### src/rtl/cir_pkg.sv
package cir_pkg;
  localparam int REG_W     = 16;
  localparam int FLAG_BIT  = 15;
  localparam int CAUSE_HI  = 14;
  localparam int CAUSE_LO  = 13;
  localparam int SENSE_BIT = 12;
  localparam int EN_BIT    = 11;

  typedef logic [1:0] cause_t;
  localparam cause_t CAUSE_NONE  = 2'b00;
  localparam cause_t CAUSE_SENSE = 2'b01;
  localparam cause_t CAUSE_GPIO  = 2'b10;
endpackage

### src/rtl/cir_status.sv
module cir_status
  import cir_pkg::*;
(
  input  logic   clk,
  input  logic   rst,
  input  logic   ev_sense,
  input  logic   ev_gpio,
  input  logic   clr,
  output logic   flag_q,
  output logic   flag_nxt,
  output cause_t cause_q
);
  logic   ev_any;
  cause_t cause_nxt;

  always_comb begin
    ev_any    = ev_sense | ev_gpio;
    flag_nxt  = ev_any | (flag_q & ~clr);
    cause_nxt = cause_q;
    if (ev_any && (!flag_q || clr))
      cause_nxt = (ev_gpio ? CAUSE_GPIO : CAUSE_NONE) | (ev_sense ? CAUSE_SENSE : CAUSE_NONE);
    else if (clr)
      cause_nxt = CAUSE_NONE;
  end

  always_ff @(posedge clk) begin
    if (rst) begin
      flag_q  <= 1'b0;
      cause_q <= CAUSE_NONE;
    end else begin
      flag_q  <= flag_nxt;
      cause_q <= cause_nxt;
    end
  end


  ev_sets_chk: assert property (@(posedge clk) disable iff (rst) ev_any |=> flag_q);

  w1c_chk: assert property (@(posedge clk) disable iff (rst)
    (flag_q && clr && !ev_any) |=> (!flag_q && cause_q == CAUSE_NONE));

  cause_hold_chk: assert property (@(posedge clk) disable iff (rst)
    (flag_q && !clr) |=> $stable(cause_q));

  cause_flag_chk: assert property (@(posedge clk) disable iff (rst)
    flag_q == (cause_q != CAUSE_NONE));
endmodule

### src/rtl/cir_sense.sv
module cir_sense #(
  parameter bit SENSE_EN = 1'b1
) (
  input  logic clk,
  input  logic rst,
  input  logic start_wr,
  input  logic done,
  output logic busy_q,
  output logic start_q
);
  generate
    if (SENSE_EN) begin : g_sense
      logic fire;
      always_comb fire = start_wr & ~busy_q;
      always_ff @(posedge clk) begin
        if (rst) begin
          busy_q  <= 1'b0;
          start_q <= 1'b0;
        end else begin
          start_q <= fire;
          if (fire)      busy_q <= 1'b1;
          else if (done) busy_q <= 1'b0;
        end
      end


      start_new_chk: assert property (@(posedge clk) disable iff (rst)
        start_q |-> (busy_q && !$past(busy_q)));

      busy_hold_chk: assert property (@(posedge clk) disable iff (rst)
        (busy_q && !done) |=> busy_q);

      pulse_one_chk: assert property (@(posedge clk) disable iff (rst)
        start_q |=> !start_q);
    end else begin : g_nosense
      always_comb begin
        busy_q  = 1'b0;
        start_q = 1'b0;
      end
    end
  endgenerate
endmodule

### src/rtl/cir_ctrl.sv
module cir_ctrl #(
  parameter int PAGE_W = 4
) (
  input  logic              clk,
  input  logic              rst,
  input  logic              wr_hit,
  input  logic              en_wdata,
  input  logic [PAGE_W-1:0] page_wdata,
  output logic              en_q,
  output logic              en_nxt,
  output logic [PAGE_W-1:0] page_q
);
  always_comb en_nxt = wr_hit ? en_wdata : en_q;

  always_ff @(posedge clk) begin
    if (rst) begin
      en_q   <= 1'b0;
      page_q <= '0;
    end else begin
      en_q <= en_nxt;
      if (wr_hit) page_q <= page_wdata;
    end
  end


  page_keep_chk: assert property (@(posedge clk) disable iff (rst)
    !wr_hit |=> $stable(page_q));

  en_keep_chk: assert property (@(posedge clk) disable iff (rst)
    !wr_hit |=> $stable(en_q));
endmodule

### src/rtl/cir_irq_page_reg.sv
module cir_irq_page_reg
  import cir_pkg::*;
#(
  parameter int          ADDR_W    = 7,
  parameter int          PAGE_W    = 4,
  parameter bit          SENSE_EN  = 1'b1,
  parameter logic [6:0]  REG_INDEX = 7'h24
) (
  input  logic              clk,
  input  logic              rst,
  input  logic [ADDR_W-1:0] bus_addr,
  input  logic              bus_wr,
  input  logic [15:0]       bus_wdata,
  input  logic              bus_rd,
  output logic [15:0]       bus_rdata,
  input  logic              sense_done,
  input  logic              gpio_chg,
  output logic              sense_start,
  output logic [PAGE_W-1:0] page_sel,
  output logic              link_irq
);
  localparam logic [ADDR_W-1:0] HIT_ADDR = ADDR_W'(REG_INDEX);

  logic        hit, wr_hit, rd_hit, clr, start_wr;
  logic        flag_q, flag_nxt, en_q, en_nxt, busy_q;
  cause_t      cause_q;
  logic [REG_W-1:0] view;

  always_comb begin
    hit      = (bus_addr == HIT_ADDR);
    wr_hit   = bus_wr & hit;
    rd_hit   = bus_rd & hit;
    clr      = wr_hit & bus_wdata[FLAG_BIT];
    start_wr = wr_hit & bus_wdata[SENSE_BIT];
  end

  cir_status u_status (
    .clk(clk), .rst(rst), .ev_sense(sense_done), .ev_gpio(gpio_chg), .clr(clr),
    .flag_q(flag_q), .flag_nxt(flag_nxt), .cause_q(cause_q)
  );

  cir_sense #(.SENSE_EN(SENSE_EN)) u_sense (
    .clk(clk), .rst(rst), .start_wr(start_wr), .done(sense_done),
    .busy_q(busy_q), .start_q(sense_start)
  );

  cir_ctrl #(.PAGE_W(PAGE_W)) u_ctrl (
    .clk(clk), .rst(rst), .wr_hit(wr_hit), .en_wdata(bus_wdata[EN_BIT]),
    .page_wdata(bus_wdata[PAGE_W-1:0]), .en_q(en_q), .en_nxt(en_nxt), .page_q(page_sel)
  );

  always_comb begin
    view                    = '0;
    view[PAGE_W-1:0]        = page_sel;
    view[EN_BIT]            = en_q;
    view[SENSE_BIT]         = busy_q;
    view[CAUSE_HI:CAUSE_LO] = cause_q;
    view[FLAG_BIT]          = flag_q;
  end

  always_ff @(posedge clk) begin
    if (rst) begin
      bus_rdata <= '0;
      link_irq  <= 1'b0;
    end else begin
      bus_rdata <= rd_hit ? view : '0;
      link_irq  <= flag_nxt & en_nxt;
    end
  end


  irq_follow_chk: assert property (@(posedge clk) disable iff (rst)
    link_irq == (flag_q && en_q));

  rd_idle_chk: assert property (@(posedge clk) disable iff (rst)
    !rd_hit |=> (bus_rdata == '0));

  miss_chk: assert property (@(posedge clk) disable iff (rst)
    (!hit && !sense_done && !gpio_chg) |=> ($stable(flag_q) && $stable(en_q)));
endmodule

### config.mk
export PLATFORM = sky130hd
export DESIGN_NAME = cir_irq_page_reg
export DESIGN_NICKNAME = d
export VERILOG_FILES = /design/src/rtl/cir_pkg.sv /design/src/rtl/cir_status.sv /design/src/rtl/cir_sense.sv /design/src/rtl/cir_ctrl.sv /design/src/rtl/cir_irq_page_reg.sv
export SDC_FILE = /design/constraint.sdc
export NUM_CORES = 1
export LEC_CHECK = 0
export CELL_PAD_IN_SITES_DETAIL_PLACEMENT = 1
export CELL_PAD_IN_SITES_GLOBAL_PLACEMENT = 1
export CORE_MARGIN = 1
export CORE_UTILIZATION = 27
export DETAILED_ROUTE_END_ITERATION = 6
export PLACE_DENSITY_LB_ADDON = 0.1
export REMOVE_ABC_BUFFERS = 1
export SKIP_LAST_GASP = 1
export SLEW_MARGIN = 5
export SYNTH_ARGS = -nofsm -noshare
export SYNTH_HDL_FRONTEND = slang
export SYNTH_SLANG_ARGS = --single-unit
### constraint.sdc
create_clock -name clk -period 3.2 [get_ports clk]
set_input_delay 0.96 -clock clk [delete_from_list [all_inputs] [get_ports clk]]
set_output_delay 0.96 -clock clk [all_outputs]
set_load 0.02 [all_outputs]
; ---- Yosys cells after proc, flatten, opt, wreduce, memory -nomap -nowiden
; Cells that the tools add are included.
[word_totals]
reg_bits = 27
word_cells = 36
[op_classes]
n_eq_ne = 1
n_mux = 7
n_bitwise = 13
n_reduce_logical = 6
[ops]
columns = op, count
row1 = 1-bit AND, 7
row2 = 7-bit by 6-bit == test with 1-bit output (second input constant), 1
row3 = 2-bit two-way mux, 3
row4 = 1-bit two-way mux, 4
row5 = 2-bit nonzero test, 2
row6 = 1-bit inverter, 3
row7 = 1-bit OR, 2
row8 = 2-bit OR, 1
row9 = 2-bit OR reduction, 1
row10 = 1-bit logical AND, 1
row11 = 1-bit zero test, 1
row12 = 1-bit logical OR, 1

; ---- Longest topological paths before layout
[depth]
ltp_word = 7
mapped_depth = 4

; ---- Cells and area by module
; A second synthesis with hierarchy kept.
[hier_totals]
hier_cells = 86
area_unflattened_um2 = 883.3
[by_module_without_submodules]
columns = mod, instances, cells_per_inst, area_each_um2, seq_area_each_um2
row1 = cir_irq_page_reg, 1, 50, 505.5, 200.2
row2 = cir_ctrl, 1, 16, 195.2, 100.1
row3 = cir_status, 1, 15, 123.9, 60.1
row4 = cir_sense, 1, 5, 58.8, 40.0

; ---- Worst setup path before layout
; Ideal clock, no wire load.
[synth_path]
path_kind = input-to-reg
startpoint = in bus_addr[4]
endpoint = reg u_status.cause_q[0]
arrival_time_ns = 2.186
slack_ns = 0.919
cell_stages = 4
path_buffers = 1
path_cell_list = or4b_4 > buf_6 > or4_1 > o311ai_1
[synth_via]
elab_chain_cells = 6
elab_cells_between_ends = 7
[synth_lines]
columns = item, line_no
row1 = start: declaration, cir_irq_page_reg.sv:11  ; input logic [ADDR_W-1:0] bus_addr,
row2 = 7-bit by 6-bit == test with 1-bit output *, cir_irq_page_reg.sv:30  ; hit = (bus_addr == HIT_ADDR);
row3 = 1-bit AND *, cir_irq_page_reg.sv:31  ; wr_hit = bus_wr & hit;
row4 = 1-bit AND *, cir_irq_page_reg.sv:33  ; clr = wr_hit & bus_wdata[FLAG_BIT];
row5 = 1-bit logical OR, cir_status.sv:20  ; if (ev_any && (!flag_q || clr))
row6 = 1-bit logical AND, cir_status.sv:20
row7 = 2-bit two-way mux or 2-bit nonzero test (tied branches), n/a
row8 = end signal: assignment, cir_status.sv:32  ; cause_q <= cause_nxt;
row9 = end: declaration, cir_status.sv:11  ; output cause_t cause_q
; Mark *: on every way between the ends. The rest lies on a longest branch, timed or not.
; A chain may end at the register's enable or synchronous reset.

; ---- Worst setup path in the final report
; Same ends and word-level chain as after synthesis.

==> qor.csv <==
stage,metric,value,unit
layout,area grow syn2layout,49.70,%
run_status,outcome,finished with violations,
timing,unrepaired setup endpoints after global routing,no,
global_route,first-pass GRT wire length,3491,µm
clock_tree,CTS root buf,clkbuf_4,
timing,Pins Over Slew Limit,0,
synthesis,largest area contributor in the netlist,dfxtp_1,
power_and_ir_drop,Power Internal,0.3542,mW
synthesis,Yosys warning count,0,
clock_tree,CTS tree,yes,
critical_path,CP Launch Type,input pin,
floorplanning,Die H,57.89,µm
routing,DRT iter0 DRCs,13,
clock_tree,H-tree Lvls,1,
clock_tree,PostCTS Resize Cnt,0,
synthesis,Post-synth top cells,"dfxtp_1 (20), and2_1 (9), a21oi_1 (7), buf_4 (7), nand3_1 (6)",
synthesis,Netlist cell types,30,
clock_tree,cts hold-fix bufs,0,
run_status,failing checks,design-rule violations,
synthesis,ys async rst share,0,%
power_and_ir_drop,Pleak,0.4563,nW
placement,DP Wirelength,1564,µm
floorplanning,I/O pin total,51,
floorplanning,die area,3351,µm²
floorplanning,initial core utilization,29.56,%
timing,post-layout min period,2.444,ns
critical_path,Setup Crit Path Kind,in2reg,
power_and_ir_drop,P per Cell Area,366.1,nW/µm²
synthesis,Synth top area share,47.48,%
clock_tree,CTS sink count,20,
timing,Final Cycle Share,76.37,%
placement,gpl congestion,0.7345,
critical_path,WP data arrival,2.66,ns
timing,total negative setup slack,0,ns
critical_path,WP data required,3.41,ns
run,max_cap viols,0,
synthesis,"count leader, synth",dfxtp_1,
clock_tree,clk slew on worst S/H paths,0.11,ns
layout,share of layout cells above drive strength 1,12.31,%
hold_path,Hold Path Class,reg2reg,
power_and_ir_drop,peak supply drop,0.2039,mV
floorplanning,# rows,19,
routing,vias per cell,4.907,
layout,Ant. Diodes,0,
global_route,Total GRT Usage,13.94,%
timing,hold slack,0.4639,ns
timing,# setup viols final,0,
power_and_ir_drop,sw power,0.1079,mW
clock_tree,Max clock buf depth,2,
routing,via count,790,
power_and_ir_drop,clock network fraction of design power,31.9,%
synthesis,syn avg cell area,9.475,µm²
synthesis,"Top FF cell, synth",dfxtp_1,
routing,Final ANT Viol Nets,0,
critical_path,CP endpoint kind,flop,
global_route,largest net degree at the start of global routing,16,
global_route,initial antenna violation count,0,
synthesis,Synth area leaders,"dfxtp_1 (47%), and2_1 (6.7%), buf_4 (6.2%)",
synthesis,Yosys reg bits,20,
power_and_ir_drop,Switching Fraction,23.35,%
layout,Final nets,160,
routing,Pre-antenna DRT Iters,6,
timing,FMAX,0.4092,GHz
global_route,vias in the first global route,752,
routing,Avg WL per Cell,12.92,µm
clock_tree,CTS Buf Count,3,
routing,Final Routed Wirelength,2080,µm
clock_tree,setup bufs post-CTS,0,
floorplanning,chip width,57.89,µm
timing,"Hold Violations, Final",0,
floorplanning,core area,2853,µm²
synthesis,register area share after synthesis,47.48,%
timing,clock skew,0.0007306,ns
synthesis,Post-synth EDFFs,0,
placement,# port buffers,34,
power_and_ir_drop,Tot Pwr,0.4621,mW
clock_tree,clk_lat worst skew,0.30,ns
synthesis,mapped cell area,843.3,µm²
global_route,total gr overflow,0,
power_and_ir_drop,combinational share of power,12.7,%
power_and_ir_drop,register share of total power,55.4,%
critical_path,CP max FO,9,
routing,DRC errors left,2,
synthesis,Synth Instances,89,
-- worst paths after layout --
| check | from | endpoint | slack, ns | depth (start not counted) |
|---|---|---|---|---|
| worst max register to register | u_status.flag_q | u_status.cause_q[1] | 2.21 | 3 |
| worst min register to register | u_ctrl.en_q | bus_rdata[11] | 0.46 | 1 |
| worst min-delay path | u_ctrl.en_q | bus_rdata[11] | 0.46 | 1 |
| worst max-delay path | bus_addr[4] | u_status.cause_q[0] | 0.76 | 4 |
-- flip-flops by register name, indices dropped and copies added (netlist names) --
signal            count
u_status.cause_q      2
u_sense.busy_q        1
u_ctrl.page_q         4
bus_rdata             9
u_ctrl.en_q           1
link_irq              1
u_sense.start_q       1
u_status.flag_q       1
-- stage by stage --
step,setup WS (ns),area [µm²],utilization (%),instances
finish,0.7562,1262,44.25,161
global route,0.7165,1262,44.25,161
CTS,0.7627,1262,44.25,161
detailed placement,0.4352,1226,42.98,157
global placement,0.4440,1226,42.98,157
floorplan,0.9891,794.5,-,85
-- layout make-up --
type / count / area [µm²]
repair buffers: 41 / 392.9
clock buffers: 4 / 36.28
multi-input cells: 65 / 394.1
well taps: 31 / 38.79
fillers: 339 / 1590
flip-flops and latches: 20 / 400.4
-- routing by layer --
layer	track usage (%)	routed length, µm	up-vias
met2	22.66	964	33
met4	3.061	16	0
met5	0	0	-
met1	17.54	933	367
met3	5.357	166	2
li1	-	-	388
-- power by group through the flow --
stage	clock [mW]	combinational [mW]	sequential, mW
global placement	0	0.0578	0.262
detailed placement	0	0.0588	0.262
CTS	0.153	0.0592	0.256
floorplan	0	0.0216	0.261
global route	0.167	0.0641	0.257
finish	0.147	0.0586	0.256
-- critical path: stages --
cell             delay, ns
clkdlybuf4s50_1       0.44
or4b_4                0.62
or4_1                 0.54
o311ai_1              0.10
-- cell usage in the layout, fill, tap and decap left out, drive strengths merged --
| cell type | n |
|---|---|
| clkbuf | 4 |
| or3b | 1 |
| nor4b | 1 |
| conb | 7 |
| nand4 | 2 |
| clkdlybuf4s50 | 34 |
| nor2 | 4 |
| a32oi | 1 |
| nor2b | 1 |
| nor3 | 4 |
| nand2b | 3 |
| a31oi | 1 |
| nand4b | 1 |
| or4b | 1 |
| and2 | 9 |
| a21oi | 7 |
| or2 | 1 |
| nor3b | 1 |
| nand3 | 6 |
| o311ai | 2 |
| or4bb | 1 |
| dfxtp | 20 |
| o21ai | 5 |
| or4 | 1 |
| nor4bb | 1 |
| nand2 | 3 |
| buf | 7 |
| nand4bb | 1 |
-- cell families after synthesis --
group / share of synthesized area [%]
and+or+nand+nor: 32.64
DFF: 47.48
buffers and inverters: 8.457
other: 0.4447
AOI/OAI and AO/OA: 10.98
(Power assumes the default switching activity.)
